`src/rtl/gts_pkg.sv`:
```
`timescale 1ns/1ps
// Package: shared state encoding for the graceful stop controller.
// Assumes: nothing beyond the three states below.
package gts_pkg;
    localparam int STATE_W = 2;

    typedef enum logic [STATE_W-1:0] {
        ST_RUN     = 2'd0,
        ST_PENDING = 2'd1,
        ST_STOPPED = 2'd2
    } gts_state_t;
endpackage

```
`src/rtl/gts_frame_track.sv`:
```
`timescale 1ns/1ps
// Module: gts_frame_track
// Tracks whether a frame is on the wire. A launch (start or retry) sets
// the flag, and a normal end or a collision end clears it.
// Assumes: an end pulse never coincides with a launch.
module gts_frame_track (
    input  logic clk,
    input  logic rst_n,
    input  logic launch_i,
    input  logic end_i,
    output logic active_o
);
    logic active_q;

    // Purpose: hold the frame-active flag between launch and end.
    always_ff @(posedge clk) begin
        if (!rst_n)
            active_q <= 1'b0;
        else if (launch_i)
            active_q <= 1'b1;
        else if (end_i)
            active_q <= 1'b0;
    end

    assign active_o = active_q;
endmodule

```
`src/rtl/gts_fsm.sv`:
```
`timescale 1ns/1ps
// Module: gts_fsm
// Stop state machine: RUN, PENDING (waiting for the active frame to end),
// STOPPED. It flags the cycle in which STOPPED is entered.
// Assumes: end_i is only meaningful while active_i is high.
module gts_fsm
    import gts_pkg::*;
(
    input  logic       clk,
    input  logic       rst_n,
    input  logic       stop_req_i,
    input  logic       active_i,
    input  logic       end_i,
    output gts_state_t state_o,
    output logic       enter_stop_o
);
    gts_state_t state_q, state_d;

    // Purpose: compute the next stop state from the request and frame end.
    always_comb begin
        state_d = state_q;
        unique case (state_q)
            ST_RUN: begin
                if (stop_req_i)
                    state_d = (active_i && !end_i) ? ST_PENDING : ST_STOPPED;
            end
            ST_PENDING: begin
                if (!stop_req_i)
                    state_d = ST_RUN;
                else if (end_i)
                    state_d = ST_STOPPED;
            end
            ST_STOPPED: begin
                if (!stop_req_i)
                    state_d = ST_RUN;
            end
            default: state_d = ST_RUN;
        endcase
    end

    // Purpose: register the stop state.
    always_ff @(posedge clk) begin
        if (!rst_n)
            state_q <= ST_RUN;
        else
            state_q <= state_d;
    end

    assign state_o      = state_q;
    assign enter_stop_o = (state_d == ST_STOPPED) && (state_q != ST_STOPPED);
endmodule

```
`src/rtl/gts_status.sv`:
```
`timescale 1ns/1ps
// Module: gts_status
// Produces the one-cycle stop-complete interrupt and the sticky flag.
// The flag is cleared by a write-one strobe, and a set wins over a clear.
// Assumes: set_i is high for a single cycle per stop.
module gts_status (
    input  logic clk,
    input  logic rst_n,
    input  logic set_i,
    input  logic clr_i,
    output logic irq_o,
    output logic flag_o
);
    logic irq_q;
    logic flag_q;

    // Purpose: register the interrupt pulse for the entry cycle.
    always_ff @(posedge clk) begin
        if (!rst_n)
            irq_q <= 1'b0;
        else
            irq_q <= set_i;
    end

    // Purpose: sticky flag, where a set has priority over a clear.
    always_ff @(posedge clk) begin
        if (!rst_n)
            flag_q <= 1'b0;
        else if (set_i)
            flag_q <= 1'b1;
        else if (clr_i)
            flag_q <= 1'b0;
    end

    assign irq_o  = irq_q;
    assign flag_o = flag_q;
endmodule

```
`src/rtl/gts_ctrl.sv`:
```
`timescale 1ns/1ps
// Module: gts_ctrl (top)
// Graceful transmit stop controller. It gates frame and retry launches,
// lets an active frame finish (or end on a collision) before halting,
// and reports completion through an interrupt pulse and a sticky flag.
// Assumes: the frame engine sends one end pulse per launched frame.
module gts_ctrl
    import gts_pkg::*;
(
    input  logic clk,
    input  logic rst_n,
    input  logic stop_req_i,
    input  logic frame_ready_i,
    input  logic frame_done_i,
    input  logic frame_coll_i,
    input  logic retry_req_i,
    input  logic stat_clr_i,
    output logic frame_start_o,
    output logic retry_grant_o,
    output logic tx_active_o,
    output logic halted_o,
    output logic stop_irq_o,
    output logic stop_flag_o
);
    gts_state_t state_q;
    logic       active;
    logic       frame_end;
    logic       launch_ok;
    logic       enter_stop;

    assign frame_end = frame_done_i | frame_coll_i;

    // Purpose: a launch is allowed only when running freely and idle.
    always_comb begin
        launch_ok = (state_q == ST_RUN) && !stop_req_i && !active;
    end

    assign frame_start_o = launch_ok && frame_ready_i;
    assign retry_grant_o = launch_ok && retry_req_i;

    gts_frame_track i_track (
        .clk      (clk),
        .rst_n    (rst_n),
        .launch_i (frame_start_o | retry_grant_o),
        .end_i    (frame_end),
        .active_o (active)
    );

    gts_fsm i_fsm (
        .clk          (clk),
        .rst_n        (rst_n),
        .stop_req_i   (stop_req_i),
        .active_i     (active),
        .end_i        (frame_end),
        .state_o      (state_q),
        .enter_stop_o (enter_stop)
    );

    gts_status i_status (
        .clk    (clk),
        .rst_n  (rst_n),
        .set_i  (enter_stop),
        .clr_i  (stat_clr_i),
        .irq_o  (stop_irq_o),
        .flag_o (stop_flag_o)
    );

    assign tx_active_o = active;
    assign halted_o    = (state_q == ST_STOPPED);
endmodule

```
`config.mk`:
```
export PLATFORM = sky130hd
export DESIGN_NAME = gts_ctrl
export DESIGN_NICKNAME = d
export VERILOG_FILES = /design/src/rtl/gts_pkg.sv /design/src/rtl/gts_frame_track.sv /design/src/rtl/gts_fsm.sv /design/src/rtl/gts_status.sv /design/src/rtl/gts_ctrl.sv
export SDC_FILE = /design/constraint.sdc
export NUM_CORES = 1
export LEC_CHECK = 0
export BUFFER_PORTS_ARGS = -buffer_cell sky130_fd_sc_hd__buf_2
export CAP_MARGIN = 20
export CORE_AREA = 2 2 39 41
export DETAILED_ROUTE_END_ITERATION = 7
export DIE_AREA = 0 0 41 43
export PLACE_DENSITY = 0.38
export SYNTH_ARGS = -nofsm -noshare
export SYNTH_HDL_FRONTEND = slang
export SYNTH_SLANG_ARGS = --single-unit
```
`constraint.sdc`:
```
create_clock -name clk -period 1 [get_ports clk]
set_input_delay 0.25 -clock clk [delete_from_list [all_inputs] [get_ports clk]]
set_output_delay 0.25 -clock clk [all_outputs]
set_load 0.005 [all_outputs]
```
After elaboration in Yosys (flattened, before gate mapping)
Cells that the tools add are included.
- input port bits: 8
- flip-flop bits (word level): 5
- output and inout bits: 6
- muxes and demuxes: 10
- eq/ne operators: 4
- bitwise logic cells: 2
- reductions and logical operators: 12
- operators by type and width (operator ; count):
    $mux W2 ; 5
    $logic_and A1 B1 Y1 ; 6
    $pmux W2 S3 ; 1
    $eq A2 B2 Y1 const B ; 2
    $mux W1 ; 4
    $reduce_bool A2 Y1 ; 2
    $logic_not A1 Y1 ; 3
    $eq A2 B1 Y1 const B ; 1
    $logic_not A2 Y1 ; 1
    $ne A2 B2 Y1 const B ; 1
    $or A1 B1 Y1 ; 2

Depth between registers and ports, before layout
Gate-level depths: netlist of the first run.
- depth in word-level cells: 9
- mapped depth: 3
- gate-level depth less buffers: 3

By module
Synthesis of the first run repeated with hierarchy kept, for this count alone.
- cells, all modules: 24
- area total of the unflattened synthesis: 241.5 sq um
- modules (own cells, without submodules) (module ; instances ; area each (sq um) ; cells an instance):
    gts_fsm ; 1 ; 87.6 ; 10
    gts_status ; 1 ; 67.6 ; 5
    gts_ctrl ; 1 ; 45.0 ; 6
    gts_frame_track ; 1 ; 41.3 ; 3

Least setup slack after synthesis of the first run
OpenSTA, ideal clock, no wires.
- path type: register -> output
- from: reg i_track.active_q (netlist: i_track.active_o)
- to: out frame_start_o
- stages on the path, launching flop included: 3
- arrival: 833 ps
- slack: -83 ps
- required time: 750 ps
- cell sequence: dfxtp_1 > nor4_1 > and2_1
- longest elaborated chain between the ends: 3
- ends and longest elaborated chain (what ; RTL line ; text):
    start: declaration ; gts_frame_track.sv:13 ; logic active_q;
    start signal: assignment ; gts_frame_track.sv:18 ; active_q <= 1'b0;
    start signal: assignment ; gts_frame_track.sv:20 ; active_q <= 1'b1;
    start signal: assignment ; gts_frame_track.sv:22 ; active_q <= 1'b0;
    $logic_not A1 Y1 ; gts_ctrl.sv:35 ; launch_ok = (state_q == ST_RUN) && !stop_req_i && !active;
    $logic_and A1 B1 Y1 ; gts_ctrl.sv:35 ;
    $logic_and A1 B1 Y1 ; gts_ctrl.sv:38 ; assign frame_start_o = launch_ok && frame_ready_i;
    end: declaration ; gts_ctrl.sv:18 ; output logic frame_start_o,
No other way between the ends.

Worst setup path in the final report of the first run
- from: reg i_fsm.state_q[0] (netlist: i_fsm.state_o[0])
- to: out retry_grant_o
- longest elaborated chain between the ends: 4
- ends and longest elaborated chain (what ; RTL line ; text):
    start: declaration ; gts_fsm.sv:17 ; gts_state_t state_q, state_d;
    start signal: assignment ; gts_fsm.sv:46 ; state_q <= state_d;
    $logic_not A2 Y1 ; gts_ctrl.sv:35 ;
    $logic_and A1 B1 Y1 (2 in series) ; gts_ctrl.sv:35 ;
    $logic_and A1 B1 Y1 ; gts_ctrl.sv:39 ; assign retry_grant_o = launch_ok && retry_req_i;
    end: declaration ; gts_ctrl.sv:19 ; output logic retry_grant_o,
No other way between the ends.

==> metrics.cfg, run 1 <==
[setup_path]
reg2reg_from = i_fsm.state_o[0]
crit_type = flop to primary output
required_ns = 0.75
cp_cell_sequence = nor4_4 > and2_1 > buf_2
crit_family = simple AND/OR/NAND/NOR gates
path_max_fanout = 3
startpoint_type = flop
cp-startpoint = i_fsm.state_o[0]
cp_slowest_cell = dfxtp_2
cpPeakStageDelay_ns = 0.33
endpoint_kind = primary output
crit_arrival_ns = 1.12
crit_buf_inv = 1

[die]
die_y_um = 43
fp.dieW_um = 41
coreArea_sq_um = 1380
die_area_sq_um = 1760
start_util = 0.152
core.rowCount = 14
io_pins = 14

[synth]
yosysSeqAreaShare = 0.476
syn_inst = 21
syn_nets = 29
ys_ff_latch = 5
postSynthAreaPerCell_sq_um = 10.0
yosys.area.top_type = dfxtp_1
yosysWarnings = 0
syn-cell-area_sq_um = 210
synth_top_area_share = 0.476
yosys.cell_types.count = 13
synth_area_leaders = dfxtp_1 48%, a211oi_4 9.5%, a31o_1 8.3%

[global_route]
gr-usage-met3 = 0.0785
busiest_layer = met2
overflow = 0
met2_usage = 0.125
antenna_found_initial = 0
grt_max_degree = 5
grt_pass1_wl_um = 1040
met1_usage = 0.106
grt_pass1_vias = 233
grt_util_all_layers = 0.101

[timing]
setup_viol = 8
worst_pin_slew_ns = 0.227
fin_crit_ns = 1.37
skew_ns = 0.00156
setup_ws_ns = -0.373
grt_setup_unrepaired = true
final_max_slew_viol_count = 0
fin_crit_sh = 1.37
worst_slew_margin_rel = 0.847
hold_viol_final = 0
fmax_mhz = 728

[finish]
n_fill_cell = 161
multi_input_area_sq_um = 136
seq_area_sq_um = 106
n_antenna_cell = 0
fin_nets = 52
layout-drive-gt1-share = 0.721
area_growth_pct = 96.4
stdcell_area_sq_um = 413

[power_and_ir_drop]
power.leakage_nw = 0.189
p_seq_frac = 0.389
switching_share = 0.247
vdd_drop_max_mv = 0.443
p_int_w = 0.000434
switchingPower_w = 0.000143
power_density_nw_per_um2 = 1400
p_total_w = 0.000577
clkPwrFrac = 0.409
p_comb_frac = 0.201

[detailed_routing]
viasPerCell = 3.85
drt_first_pass_iters = 2
vias = 227
wl_per_cell_um = 10.5
final_antenna_net_count = 0
totalWireLength_um = 621
drt_iter0_markers = 2
drc = 0

[clocking]
clock_path_buffers = 2
cts_root_buf = clkbuf_4
clk_transition_reported_paths_ns = 0.04
h-tree-depth = 1
cts_tree = done
cts.sinks = 5
clk_latency_ns = 0.24
numCtsBuffers = 3

[run]
cap_viol_max_count = 0

[place]
dp_slack_ns = -0.226
dp_hpwl_um = 428
placed_area_sq_um = 324
place.port_buffers = 13
gp_congestion = 0.692

[min_path]
hp-start = frame_done_i
hold_path.class = primary input to flop

[outcome]
failed_checks = negative setup slack
outcome = finished, violations left

## logic make-up (layout without fill, tap and decap cells)
group	count (synthesis)	after routing	share of synthesized area
AND/OR/NAND/NOR	10	10	0.268
AO/OA/AOI/OAI	5	5	0.238
flip-flops	5	5	0.476
buffers and inverters	1	23	0.0178
## final cells by class
type / instances / share of cell area
inverters: 1 / 0.00909
flip-flops and latches: 5 / 0.258
repair buffers: 18 / 0.291
multi-input cells: 15 / 0.330
well taps: 16 / 0.0485
clock buffers: 4 / 0.0636
## repair_timing
| item | in CTS | in global routing |
|---|---|---|
| gates resized for setup | 9 | 4 |
| setup endpoints to repair | 7 | 9 |
| setup buffers | 2 | 0 |
| pin swaps | 5 | 3 |
| hold buffers | 0 | 0 |
## layer usage
layer	routed length, um	share of wire	up-vias
li1	-	-	116
met1	246	0.40	103
met2	329	0.53	8
met3	44	0.071	0
met4	0	0	0
met5	0	0	-
## cells in the mapped netlist
cell and instances:
a211oi_4 1, inv_1 1, o21ai_1 1, or2_4 1, nor3_1 1, nor2_2 1, a31o_1 2, and2_1 2
a21boi_1 1, nor2b_1 1, nand2_1 3, dfxtp_1 5, nor4_1 1
## final timing paths
kind | to | slack, ns | cells after the start
worst min register to register | i_status.flag_o | 0.47 | 1
worst max register to register | i_fsm.state_o[1] | -0.25 | 5
worst min-delay path | i_fsm.state_o[0] | 0.29 | 4
worst max-delay path | retry_grant_o | -0.37 | 3
## flip-flops by register name (all words and copies together), names as in the netlist
name and flops:
i_fsm.state_o 2, i_status.flag_o 1, i_status.irq_o 1, i_track.active_o 1
## power by group through the flow
| stage | clock, W | sequential [W] | combinational (W) |
|---|---|---|---|
| global route | 0.000276 | 0.000225 | 0.000130 |
| floorplan | 0 | 0.000228 | 0.0000407 |
| CTS | 0.000250 | 0.000226 | 0.000110 |
| finish | 0.000236 | 0.000225 | 0.000116 |
| global placement | 0 | 0.000224 | 0.0000927 |
| detailed placement | 0 | 0.000224 | 0.0000942 |
## worst min-delay path: cells and delay by family
family	cells	cell delay [ns]
AND/OR/NAND/NOR	3	0.16
buffers and inverters	1	0.08
## stage by stage
stage	hold WS (ns)	TNS, ns	std cells	util
after floorplan	0.385	0	21	-
after global placement	0.454	-0.547	53	0.234
after detailed placement	0.464	-0.706	53	0.234
after CTS	0.277	-1.95	59	0.287
after global routing	0.279	-2.33	59	0.298
final	0.286	-1.76	59	0.298
## placed cells by master, fill, tap and decap left out
| cell type | count |
|---|---|
| nor3_2 | 1 |
| buf_2 | 12 |
| buf_4 | 2 |
| dfxtp_1 | 2 |
| a31o_1 | 2 |
| inv_1 | 1 |
| nor2_2 | 1 |
| nand2_1 | 2 |
| or2_4 | 1 |
| a21boi_1 | 1 |
| o21ai_1 | 1 |
| dfxtp_4 | 1 |
| dfxtp_2 | 2 |
| clkbuf_1 | 1 |
| buf_6 | 4 |
| nor4_4 | 1 |
| nand2_2 | 1 |
| nor2b_4 | 1 |
| clkbuf_4 | 3 |
| and2_1 | 2 |
| a211oi_4 | 1 |
Note: power is estimated with default switching activity, not from simulation.
==> run 2: changes to the inputs <==
Settings changed: REMOVE_ABC_BUFFERS set to 1.
==> metrics.cfg, run 2 (synthesis gave the netlist of run 1 again) <==
[outcome]
outcome = finished, violations left
failed_checks = negative setup slack

[clocking]
clock_path_buffers = 2
cts_root_buf = clkbuf_4
cts_tree = done
numCtsBuffers = 3
cts-hold-fix-buffers = 0
clk_transition_reported_paths_ns = 0.04
h-tree-depth = 1
cts.sinks = 5
clk_latency_ns = 0.24

[timing]
fin_crit_sh = 1.34
grt_setup_unrepaired = true
final_max_slew_viol_count = 0
worst_pin_slew_ns = 0.224
fmax_mhz = 744
fin_crit_ns = 1.34
skew_ns = 0.00295
setup_viol = 8
setup_ws_ns = -0.344
worst_slew_margin_rel = 0.850
hold_viol_final = 0

[die]
die_y_um = 43
io_pins = 14
die_area_sq_um = 1760
start_util = 0.152
fp.dieW_um = 41
core.rowCount = 14
coreArea_sq_um = 1380

[setup_path]
endpoint_kind = primary output
worstRegToRegCells = 5
reg2reg_from = i_track.active_o
r2r-end = i_fsm.state_o[1]
crit_type = flop to primary output
cp-endpoint = retry_grant_o
cp-startpoint = i_track.active_o
startpoint_type = flop
path_max_fanout = 3
required_ns = 0.75
rrSetupSlack_ns = -0.27
crit_arrival_ns = 1.09

[place]
place.port_buffers = 13
dp_hpwl_um = 444
dp_slack_ns = -0.224
gp_congestion = 0.637

[power_and_ir_drop]
p_seq_frac = 0.380
power_density_nw_per_um2 = 1370
vdd_drop_max_mv = 0.618
switchingPower_w = 0.000140
p_comb_frac = 0.223
power.leakage_nw = 0.199
switching_share = 0.241
clkPwrFrac = 0.397
p_int_w = 0.000443

[detailed_routing]
totalWireLength_um = 627
drt_first_pass_iters = 4
wl_met3_um = 48
vias = 248
drt_iter0_markers = 2
drc = 0
final_antenna_net_count = 0
met2_length_um = 327
viasPerCell = 4.07
top_layer_used = met4
wl_per_cell_um = 10.3
wl_met1_um = 246

[finish]
fin_util = 0.307
final_cell_mix = 12 x buf_2, 4 x buf_6, 4 x buf_4, 3 x clkbuf_4
multi_input_area_sq_um = 131
largest_reg_flops = 2
n_antenna_cell = 0
layout-drive-gt1-share = 0.711
seq_area_sq_um = 109
area_growth_pct = 102
layout_commonest_cell = buf_2
n_fill_cell = 161
fin_nets = 54

[global_route]
overflow = 0
antenna_found_initial = 0
grt_max_degree = 5
grt_pass1_wl_um = 1080
grt_util_all_layers = 0.0993
grt_pass1_vias = 257

[run]
cap_viol_max_count = 0

[min_path]
hold_path.class = primary input to flop
hp-start = rst_n

-- run 2: final cells by class --
class,count,share of cell area
Timing Repair Buffer,20,0.318
Tap cell,16,0.0471
Multi-Input combinational cell,15,0.309
Inverter,1,0.00882
Clock buffer,4,0.0618
Sequential cell,5,0.256
-- run 2: stage by stage --
stage | TNS (ns) | power, W | hold WS [ns] | std cells | cell area (sq um)
after global placement | -0.556 | 0.000318 | 0.460 | 54 | 325
final | -1.72 | 0.000583 | 0.285 | 61 | 425
after floorplan | -0.166 | 0.000266 | 0.385 | 21 | 210
after global routing | -2.14 | 0.000627 | 0.287 | 61 | 425
after CTS | -1.92 | 0.000589 | 0.273 | 60 | 410
after detailed placement | -0.766 | 0.000319 | 0.473 | 54 | 325
-- run 2: worst max-delay path, stage by stage, from the launching register on --
cell and delay [ns]:
dfxtp_2 0.32, nor4_4 0.27, and2_1 0.16, buf_2 0.10
-- run 2: worst min-delay path by stage --
stage	slack [ns]	cells after the start	to
after detailed placement	0.47	1	i_status.flag_o
after CTS	0.27	4	i_fsm.state_o[0]
after global placement	0.46	1	i_status.flag_o
after global routing	0.29	4	i_fsm.state_o[0]
after floorplan	0.38	1	i_fsm.state_o[1]
final	0.29	2	i_status.flag_o
-- run 2: what timing repair did --
action,in CTS,in global routing
resized for setup,11,5
endpoints found under the hold margin,0,0
buffers inserted,2,3
setup endpoints to repair,8,9
pin swaps,4,5
-- run 2: power by group through the flow --
stage                     Sequential, W  Combinational (W)  Clock, W
after floorplan                0.000227          0.0000391         0
after detailed placement       0.000223          0.0000968         0
after global routing           0.000223           0.000143  0.000261
after CTS                      0.000226           0.000120  0.000244
final                          0.000222           0.000130  0.000231
after global placement         0.000222          0.0000956         0
-- run 2: per-layer routing --
metal  GRT usage  up-vias
met4      0.0800        0
met2       0.141       10
met5           0        -
met3      0.0524        2
met1       0.103      116
li1            -      120
